File: config.mk
export PLATFORM = sky130hd
export DESIGN_NAME = bus_ready_ctrl
export DESIGN_NICKNAME = d
export VERILOG_FILES = /design/src/rtl/brc_pkg.sv /design/src/rtl/brc_decode.sv /design/src/rtl/brc_edge.sv /design/src/rtl/brc_arbiter.sv /design/src/rtl/bus_ready_ctrl.sv
export SDC_FILE = /design/constraint.sdc
export NUM_CORES = 1
export LEC_CHECK = 0
export ABC_AREA = 1
export BUFFER_PORTS_ARGS = -buffer_cell sky130_fd_sc_hd__buf_4
export CAP_MARGIN = 20
export CORE_UTILIZATION = 35
export DETAILED_ROUTE_END_ITERATION = 16
export SETUP_SLACK_MARGIN = 0.2
export SLEW_MARGIN = 25
export SYNTH_ARGS = -nofsm -noshare
export SYNTH_HDL_FRONTEND = slang
export SYNTH_HIERARCHICAL = 1
export SYNTH_SLANG_ARGS = --single-unit
File: constraint.sdc
create_clock -name clk -period 2.8 [get_ports clk]
set_clock_uncertainty 0.05 [all_clocks]
set_input_delay 0.56 -clock clk [delete_from_list [all_inputs] [get_ports clk]]
set_output_delay 0.56 -clock clk [all_outputs]
set_load 0.01 [all_outputs]
File: src/rtl/brc_pkg.sv
package brc_pkg;

  typedef enum logic [2:0] {
    ST_IDLE,
    ST_REQ,
    ST_GRANT,
    ST_XFER,
    ST_DONE,
    ST_REL
  } arb_state_t;

  typedef struct packed {
    logic       onboard;
    logic       rom_hit;
    logic [1:0] rom_sel;
    logic       io_sel;
  } dec_core_t;

endpackage

File: src/rtl/brc_decode.sv
module brc_decode
  import brc_pkg::*;
#(
  parameter int                    ADDR_W     = 16,
  parameter int                    ROM_HALF_W = 10,
  parameter int                    RAM_BANK_W = 8,
  parameter int                    RAM_BANKS  = 2,
  parameter logic [ADDR_W-1:0]     RAM_BASE   = 16'h1000,
  parameter int                    IO_PORT_W  = 8,
  parameter int                    IO_SPAN_W  = 3,
  parameter logic [IO_PORT_W-1:0]  IO_BASE    = 8'hF0
) (
  input  logic [ADDR_W-1:0]    addr,
  input  logic                 io_m,
  input  logic                 rom_big,
  output dec_core_t            dec,
  output logic [RAM_BANKS-1:0] ram_sel
);

  localparam int BANK_SEL_W = $clog2(RAM_BANKS);
  localparam int RAM_W      = RAM_BANK_W + BANK_SEL_W;

  logic rom_small_in, rom_big_in, rom_in, rom_hi;
  logic ram_in, io_in;

  always_comb begin
    rom_small_in = (addr[ADDR_W-1:ROM_HALF_W+1] == '0);
    rom_big_in   = (addr[ADDR_W-1:ROM_HALF_W+2] == '0);
    rom_in       = rom_big ? rom_big_in : rom_small_in;
    rom_hi       = rom_big ? addr[ROM_HALF_W+1] : addr[ROM_HALF_W];
    ram_in       = (addr[ADDR_W-1:RAM_W] == RAM_BASE[ADDR_W-1:RAM_W]);
    io_in        = (addr[IO_PORT_W-1:IO_SPAN_W] == IO_BASE[IO_PORT_W-1:IO_SPAN_W]);
  end

  generate
    for (genvar b = 0; b < RAM_BANKS; b++) begin : g_bank
      assign ram_sel[b] = !io_m && ram_in &&
                          (addr[RAM_W-1:RAM_BANK_W] == BANK_SEL_W'(b));
    end
  endgenerate

  always_comb begin
    dec.rom_hit = !io_m && rom_in;
    dec.rom_sel = {dec.rom_hit & rom_hi, dec.rom_hit & ~rom_hi};
    dec.io_sel  = io_m && io_in;
    dec.onboard = io_m ? io_in : (rom_in || ram_in);
  end

endmodule

File: src/rtl/brc_edge.sv
module brc_edge #(
  parameter int STAGES = 2
) (
  input  logic clk,
  input  logic rst,
  input  logic bclk,
  output logic fall
);

  logic [STAGES-1:0] sync_q;
  logic              last_q;

  always_ff @(posedge clk) begin
    if (rst) begin
      sync_q <= '0;
      last_q <= 1'b0;
    end else begin
      sync_q <= {sync_q[STAGES-2:0], bclk};
      last_q <= sync_q[STAGES-1];
    end
  end

  assign fall = last_q && !sync_q[STAGES-1];

endmodule

File: src/rtl/brc_arbiter.sv
module brc_arbiter
  import brc_pkg::*;
(
  input  logic clk,
  input  logic rst,
  input  logic cmd,
  input  logic onboard,
  input  logic bclk_fall,
  input  logic bgnt_n,
  input  logic xack_n,
  output logic ready,
  output logic breq_n,
  output logic bpro_n,
  output logic adr_en_n
);

  arb_state_t st;
  logic       bus_ctl;
  logic       xfer_done;
  logic       offboard_cmd;

  assign bus_ctl      = !adr_en_n;
  assign xfer_done    = bus_ctl && !xack_n;
  assign offboard_cmd = cmd && !onboard;

  always_ff @(posedge clk) begin
    if (rst) begin
      st       <= ST_IDLE;
      ready    <= 1'b1;
      breq_n   <= 1'b1;
      bpro_n   <= 1'b0;
      adr_en_n <= 1'b1;
    end else begin
      case (st)
        ST_IDLE: begin
          if (offboard_cmd) begin
            ready <= 1'b0;
            st    <= ST_REQ;
          end else begin
            ready <= 1'b1;
          end
        end
        ST_REQ: begin
          if (bclk_fall) begin
            breq_n <= 1'b0;
            bpro_n <= 1'b1;
            st     <= ST_GRANT;
          end
        end
        ST_GRANT: begin
          if (bclk_fall && !bgnt_n) begin
            adr_en_n <= 1'b0;
            st       <= ST_XFER;
          end
        end
        ST_XFER: begin
          if (xfer_done) begin
            ready <= 1'b1;
            st    <= ST_DONE;
          end
        end
        ST_DONE: begin
          if (!cmd) st <= ST_REL;
        end
        ST_REL: begin
          if (offboard_cmd) ready <= 1'b0;
          if (bclk_fall) begin
            breq_n   <= 1'b1;
            bpro_n   <= 1'b0;
            adr_en_n <= 1'b1;
            st       <= ST_IDLE;
          end
        end
        default: st <= ST_IDLE;
      endcase
    end
  end

  AST_WAIT_UNTIL_ACK: assert property (@(posedge clk) disable iff (rst)
    (st == ST_XFER && xack_n) |=> !ready);
  AST_ACK_RELEASES: assert property (@(posedge clk) disable iff (rst)
    (st == ST_XFER && !xack_n) |=> ready);
  AST_PRIO_WITH_REQ: assert property (@(posedge clk) disable iff (rst)
    !breq_n |-> bpro_n);
  AST_REQ_ON_EDGE: assert property (@(posedge clk) disable iff (rst)
    $fell(breq_n) |-> $past(bclk_fall));
  AST_DRV_AFTER_GRANT: assert property (@(posedge clk) disable iff (rst)
    $fell(adr_en_n) |-> $past(bclk_fall && !bgnt_n));
  AST_KEEP_OWNERSHIP: assert property (@(posedge clk) disable iff (rst)
    (!adr_en_n && !ready) |=> !adr_en_n);

endmodule

File: src/rtl/bus_ready_ctrl.sv
module bus_ready_ctrl
  import brc_pkg::*;
#(
  parameter int                    ADDR_W      = 16,
  parameter int                    ROM_HALF_W  = 10,
  parameter int                    RAM_BANK_W  = 8,
  parameter int                    RAM_BANKS   = 2,
  parameter logic [ADDR_W-1:0]     RAM_BASE    = 16'h1000,
  parameter int                    IO_PORT_W   = 8,
  parameter int                    IO_SPAN_W   = 3,
  parameter logic [IO_PORT_W-1:0]  IO_BASE     = 8'hF0,
  parameter int                    SYNC_STAGES = 2
) (
  input  logic                 clk,
  input  logic                 rst,
  input  logic [ADDR_W-1:0]    addr,
  input  logic                 io_m,
  input  logic                 rd_n,
  input  logic                 wr_n,
  input  logic                 bclk,
  input  logic                 bgnt_n,
  input  logic                 xack_n,
  input  logic                 rom_big,
  output logic                 ready,
  output logic                 breq_n,
  output logic                 bpro_n,
  output logic                 adr_en_n,
  output logic [1:0]           rom_cs_n,
  output logic [RAM_BANKS-1:0] ram_cs_n,
  output logic                 io_cs_n
);

  dec_core_t            dec;
  logic [RAM_BANKS-1:0] ram_sel;
  logic                 cmd;
  logic                 mem_rd;
  logic                 bclk_fall;

  assign cmd    = !rd_n || !wr_n;
  assign mem_rd = !rd_n && !io_m;

  brc_decode #(
    .ADDR_W(ADDR_W), .ROM_HALF_W(ROM_HALF_W), .RAM_BANK_W(RAM_BANK_W),
    .RAM_BANKS(RAM_BANKS), .RAM_BASE(RAM_BASE), .IO_PORT_W(IO_PORT_W),
    .IO_SPAN_W(IO_SPAN_W), .IO_BASE(IO_BASE)
  ) i_decode (
    .addr(addr), .io_m(io_m), .rom_big(rom_big), .dec(dec), .ram_sel(ram_sel)
  );

  brc_edge #(.STAGES(SYNC_STAGES)) i_edge (
    .clk(clk), .rst(rst), .bclk(bclk), .fall(bclk_fall)
  );

  brc_arbiter i_arb (
    .clk(clk), .rst(rst), .cmd(cmd), .onboard(dec.onboard),
    .bclk_fall(bclk_fall), .bgnt_n(bgnt_n), .xack_n(xack_n),
    .ready(ready), .breq_n(breq_n), .bpro_n(bpro_n), .adr_en_n(adr_en_n)
  );

  always_ff @(posedge clk) begin
    if (rst) begin
      rom_cs_n <= '1;
      ram_cs_n <= '1;
      io_cs_n  <= 1'b1;
    end else begin
      rom_cs_n <= ~(dec.rom_sel & {2{mem_rd}});
      ram_cs_n <= ~(ram_sel & {RAM_BANKS{cmd}});
      io_cs_n  <= ~(dec.io_sel && cmd);
    end
  end

  AST_ONBOARD_NO_WAIT: assert property (@(posedge clk) disable iff (rst)
    (cmd && dec.onboard && ready) |=> ready);
  AST_CS_EXCLUSIVE: assert property (@(posedge clk) disable iff (rst)
    $onehot0(~{rom_cs_n, ram_cs_n, io_cs_n}));
  AST_ROM_ONLY_READ: assert property (@(posedge clk) disable iff (rst)
    (rom_cs_n != 2'b11) |-> $past(mem_rd));

endmodule

==> results.yml, run 1 <==
critical_path:
  worstReg2RegStart: "i_arb/st[2]"
  critical_path_arrival_ns: 1.73
  path_buf_inv: 3
  crit_path_cell_trace: "buf_4 -> inv_1 -> nand2_1 -> nand2_1 -> nor2_2 -> nor2_1 -> nand2_1 -> inv_1 -> nand2_1 -> nand3_1 -> nand2_2 -> nor2_4 -> nand3_1 -> nand2_1 -> nor2_1"
  cp_top_family: "simple AND/OR/NAND/NOR gates"
  crit_path_end_kind: "flip-flop"
  cp.required_ns: 2.94
  path_max_fanout: 6
  path_class: "in2reg"
  cpMostUsedCell: "nand2_1"
  crit_start: "rom_big"
  cpMaxStageDelayCell: "nor2_4"
  cp-start-kind: "input pin"
  slowest_delay_ns: 0.16
timing:
  worstMarginPinSlew_ns: 0.351
  slew_headroom_pct: 76.6
  whs_ns: 0.361
  period_share_pct: 57.0
  finalSetupTns_ns: 0
  rsz0062_at_grt: "false"
  finalSetupViolCount: 0
  finalHoldViolations: 0
  fmaxAchievable_mhz: 626
  fin_crit_ns: 1.60
  slew_violations: 0
floorplan:
  die_y_um: 50.4
  die_w_um: 50.4
  boundaryPins: 34
  floorplan.initialDensity_pct: 37.1
  row_count: 17
  dieArea_sq_um: 2540
  core-area_sq_um: 2210
yosys:
  synth.top_cells.by_area: "dfxtp_1 (37%), nand2_1 (11%), nor2_1 (11%)"
  synth_nets: 152
  async_reset_ff_share_pct: 0
  synth_cell_types: 19
  ys_ff_latch: 15
  synth_top_area_cell: "dfxtp_1"
  avgSynthCellArea_sq_um: 6.46
  netlist_top_cells_count: "nand2_1 (25), nor2_1 (23), inv_1 (21)"
  synth_area_sq_um: 821
  synth.most_common_cell: "nand2_1"
  synth_top_area_share_pct: 36.6
  ys_dominant_reg_cell: "dfxtp_1"
  yosys_warnings: 6
  ys_seq_area_share_pct: 36.6
  synth-edff-count: 0
  syn_inst: 127
route:
  first_iter_violations: 7
  wirelength_mm: 1.66
  routedWlPerCell_um: 8.81
  antenna_left: 0
  vias: 835
  dr.pass1.iters: 4
  drc: 0
  via_per_inst: 4.44
pwr:
  power.total_mw: 0.672
  leakagePower_nw: 0.545
  ir_drop_mv: 0.347
  power_density_nw_per_um2: 613
flow_run:
  drv_cap: 0
cts:
  cts_max_level: 1
  clkLatencyLatePin_ns: 0.28
  cts_setup_buffers: 0
  clk_root_buffer_cell: "clkbuf_4"
  cts_resized: 0
  cts.sink_count: 15
  cts_tree: "yes"
  clockBufferDepth: 2
  hold_buffers: 0
  cts_buffers: 3
  clk_pin_slew_ns: 0.09
grt:
  grt_max_degree: 10
  antenna_found_initial: 0
  grt_pass1_vias: 750
  grt-ovfl-total: 0
  grt_pass1_wl_mm: 3.01
  grtUsageTotal_pct: 15.8
worst_hold_path:
  hold_path.class: "reg2reg"
  min_from: "i_edge/sync_q[0]"
layout:
  drive_gt1_share_pct: 28.7
  area_growth_pct: 33.7
  fin_util_pct: 49.6
  fin_cells: 188
  fillCellCount: 269
  antennaDiodeCount: 0
  final_nets: 186
placed_design:
  io_buffers: 30
  hpwl_mm: 1.35
  gp_congestion: 0.811
  dpl.cell_count: 184
run_status:
  outcome: "finished clean"
## state kept, by name, summed over array words and instances, names as in the netlist
name and flops:
io_cs_n 1, i_arb/st 3, i_arb/ready 1, i_arb/bpro_n 1, rom_cs_n 2, i_arb/adr_en_n 1
i_edge/sync_q 2, ram_cs_n 2, i_edge/last_q 1, i_arb/breq_n 1
## final cells by class
| class | count | area (sq um) | area share (%) |
|---|---|---|---|
| multi-input cells | 88 | 418 | 38.1 |
| flip-flops and latches | 15 | 300 | 27.4 |
| repair buffers | 30 | 225 | 20.5 |
| inverters | 23 | 91.3 | 8.32 |
| well taps | 28 | 35.0 | 3.19 |
| clock buffers | 3 | 22.5 | 2.05 |
| clock inverters | 1 | 5.00 | 0.456 |
## layout by cell type, fill, tap and decap left out
cell,n
a21oi_1,4
buf_4,30
clkbuf_4,3
clkinv_2,1
clkinv_4,1
dfxtp_1,15
inv_1,21
inv_2,1
nand2_1,25
nand2_2,4
nand3_1,15
nand3_2,1
nor2_1,23
nor2_2,3
nor2_4,2
nor3_1,2
nor3b_1,1
o211ai_1,2
o21ai_0,4
o31ai_1,1
or2_1,1
## metrics by stage
step	cell area, sq um	setup WS (ns)
3_5_place_dp	1070	0.903
2_1_floorplan	821	1.19
3_3_place_gp	1070	0.937
5_1_grt	1100	1.08
6_report	1100	1.20
4_1_cts	1100	1.21
## where the power goes
part | switching [mW] | internal, mW
sequential | 0.0356 | 0.240
combinational | 0.159 | 0.115
clock | 0.0693 | 0.0531
total | 0.264 | 0.408
## layer usage
layer	vias to the layer above	global-route usage, %	part of all wire (%)
met5	-	0	0
met4	0	6.94	1.6
li1	465	-	-
met2	15	24.7	47
met1	351	19.6	48
met3	4	5.45	3.6
## final timing paths
check | end | slack, ns | depth (start not counted)
setup / recovery | i_arb/st[0] | 1.20 | 15
hold / removal | i_edge/sync_q[1] | 0.36 | 2
setup reg to reg | i_arb/st[2] | 1.41 | 5
hold reg to reg | i_edge/sync_q[1] | 0.36 | 2
## worst register-to-register path, cell delays in order (launching register included)
cell     delay (ns)
dfxtp_1        0.54
nand3_1        0.20
nor2_1         0.21
nor2_4         0.08
a21oi_1        0.16
nor2_1         0.06
## logic make-up (layout without fill, tap and decap cells)
logic type             count (synthesis)  after routing  synth area share, %
AND/OR/NAND/NOR                       77             77                 43.3
AO/OA/AOI/OAI                         11             11                 7.62
flip-flops                            15             15                 36.6
buffers and inverters                 24             57                 12.5
(Power assumes the default switching activity.)
==> run 2: changes to the inputs <==
==> constraint.sdc (replaced) <==
create_clock -name clk -period 1.5 [get_ports clk]
set_clock_uncertainty 0.05 [all_clocks]
set_input_delay 0.3 -clock clk [delete_from_list [all_inputs] [get_ports clk]]
set_output_delay 0.3 -clock clk [all_outputs]
set_load 0.01 [all_outputs]
==> run 2 against run 1 <==
Against the previous run:
- final cell count increased by 4.3%
- worst hold slack got worse by 0.20 ns
- sequential cell count unchanged
- register-to-register slack got worse by 1.2 ns
==> results.yml, run 2 (same netlist as run 1, synthesis figures left out) <==
critical_path:
  cp-start-kind: "flip-flop"
  cpMaxStageDelayCell: "dfxtp_1"
  cp.required_ns: 1.63
  setup.worst_path.end: "i_arb/st[1]"
  worstReg2RegEnd: "i_arb/st[1]"
  crit_start: "i_arb/adr_en_n"
  critical_path_arrival_ns: 1.38
  cp_num_cells: 7
  r2r_cells: 7
  path_max_fanout: 6
  cp_top_family: "simple AND/OR/NAND/NOR gates"
  path_class: "reg2reg"
  worstReg2RegStart: "i_arb/adr_en_n"
  crit_path_end_kind: "flip-flop"
  path_buf_inv: 0
  cpMostUsedCell: "nand2_1"
  ff2ff_setup_slack_ns: 0.25
  crit_path_cell_trace: "or2_1 -> nand2_1 -> nand2_2 -> nor2_4 -> nand3_1 -> nand2_1 -> nor2_1"
  slowest_delay_ns: 0.33
timing:
  fmaxAchievable_mhz: 798
  finalSetupViolCount: 0
  slew_headroom_pct: 80.9
  period_share_pct: 83.5
  slew_violations: 0
  worstMarginPinSlew_ns: 0.284
  finalHoldViolations: 0
  fin_crit_ns: 1.25
  rsz0062_at_grt: "true"
grt:
  grtUsageTotal_pct: 15.8
  grt_pass1_vias: 770
  grt_pass1_wl_mm: 3.09
  grt_max_degree: 10
  antenna_found_initial: 0
  grt-ovfl-total: 0
placed_design:
  io_buffers: 30
  dpl.cell_count: 189
  place_area_sq_um: 1140
  hpwl_mm: 1.40
  gp_congestion: 0.841
worst_hold_path:
  hold_path_depth: 3
  hold_path.class: "in2reg"
layout:
  final_cell_area_sq_um: 1310
  seqCellArea_sq_um: 314
  mostFrequentLayoutCells: "buf_4 (33), nand2_1 (18), inv_1 (15)"
  antennaDiodeCount: 0
  final_nets: 194
  fillCellCount: 236
  largest_reg_flops: 3
  regMostFlops: "i_arb/st"
  area_growth_pct: 59.3
  drive_gt1_share_pct: 52.4
  layout_commonest_cell: "buf_4"
  fin_cells: 196
  multi_input_area_sq_um: 522
cts:
  hold_buffers: 0
  clkLatencyLatePin_ns: 0.28
  cts_max_level: 1
  cts_buffers: 3
  clk_pin_slew_ns: 0.09
  clockBufferDepth: 2
  clk_root_buffer_cell: "clkbuf_4"
  cts_tree: "yes"
  cts.sink_count: 15
pwr:
  power_density_nw_per_um2: 1090
  ir_drop_mv: 0.934
  power.total_mw: 1.42
  leakagePower_nw: 0.609
floorplan:
  boundaryPins: 34
  dieArea_sq_um: 2540
  row_count: 17
  die_w_um: 50.4
  floorplan.initialDensity_pct: 37.1
  core-area_sq_um: 2210
  die_y_um: 50.4
run_status:
  outcome: "finished clean"
route:
  drc: 0
  dr.pass1.iters: 5
  vias: 907
  via_per_inst: 4.63
  routedWlPerCell_um: 10.2
  first_iter_violations: 22
  wirelength_mm: 2.01
  antenna_left: 0
flow_run:
  drv_cap: 0
-- run 2: worst min path at each step --
stage | from | slack [ns] | to
after global placement | i_edge/sync_q[0] | 0.34 | i_edge/sync_q[1]
after CTS | bclk | 0.16 | i_edge/sync_q[0]
after floorplan | rst | 0.32 | i_edge/last_q
after global routing | bclk | 0.15 | i_edge/sync_q[0]
final | bclk | 0.17 | i_edge/sync_q[0]
after detailed placement | i_edge/sync_q[0] | 0.35 | i_edge/sync_q[1]
-- run 2: layout make-up --
cell class / count / share of cell area, %
multi-input combinational: 88 / 39.9
sequential: 15 / 24.0
tap: 28 / 2.68
timing repair buffer: 38 / 23.5
clock inverter: 1 / 0.383
inverter: 23 / 7.75
clock buffer: 3 / 1.72
-- run 2: per-layer routing --
layer,wire (um),vias to the layer above,global-route usage [%]
li1,-,475,-
met3,89,4,5.76
met4,27,0,4.17
met2,1050,28,27.1
met1,833,400,18.4
met5,0,-,0
-- run 2: timing repair --
item	4_1_cts	5_1_grt
setup buffers	0	3
resized for setup	1	39
pin swaps	0	15
setup endpoints to repair	3	3
-- run 2: power breakdown --
group	internal, mW	switching [mW]	total, mW
clock	0.0990	0.131	0.230
sequential	0.465	0.0769	0.542
combinational	0.274	0.374	0.648
total	0.838	0.583	1.42
-- run 2: tightest hold or removal path, cell delays in order --
cell and delay, ns:
buf_4 0.07, inv_1 0.03, nor2_1 0.06
-- run 2: per-stage QoR --
| step | setup TNS [ns] | worst slack, ns | hold slack (ns) | util (%) |
|---|---|---|---|---|
| final | 0 | 0.247 | 0.166 | 59.1 |
| after global routing | 0 | 0.156 | 0.150 | 59.1 |
| after CTS | 0 | 0.203 | 0.159 | 52.9 |
| after detailed placement | -0.159 | -0.0554 | 0.353 | 51.6 |
| after global placement | -0.0648 | -0.0262 | 0.342 | 51.6 |
| after floorplan | 0 | 0.191 | 0.317 | - |
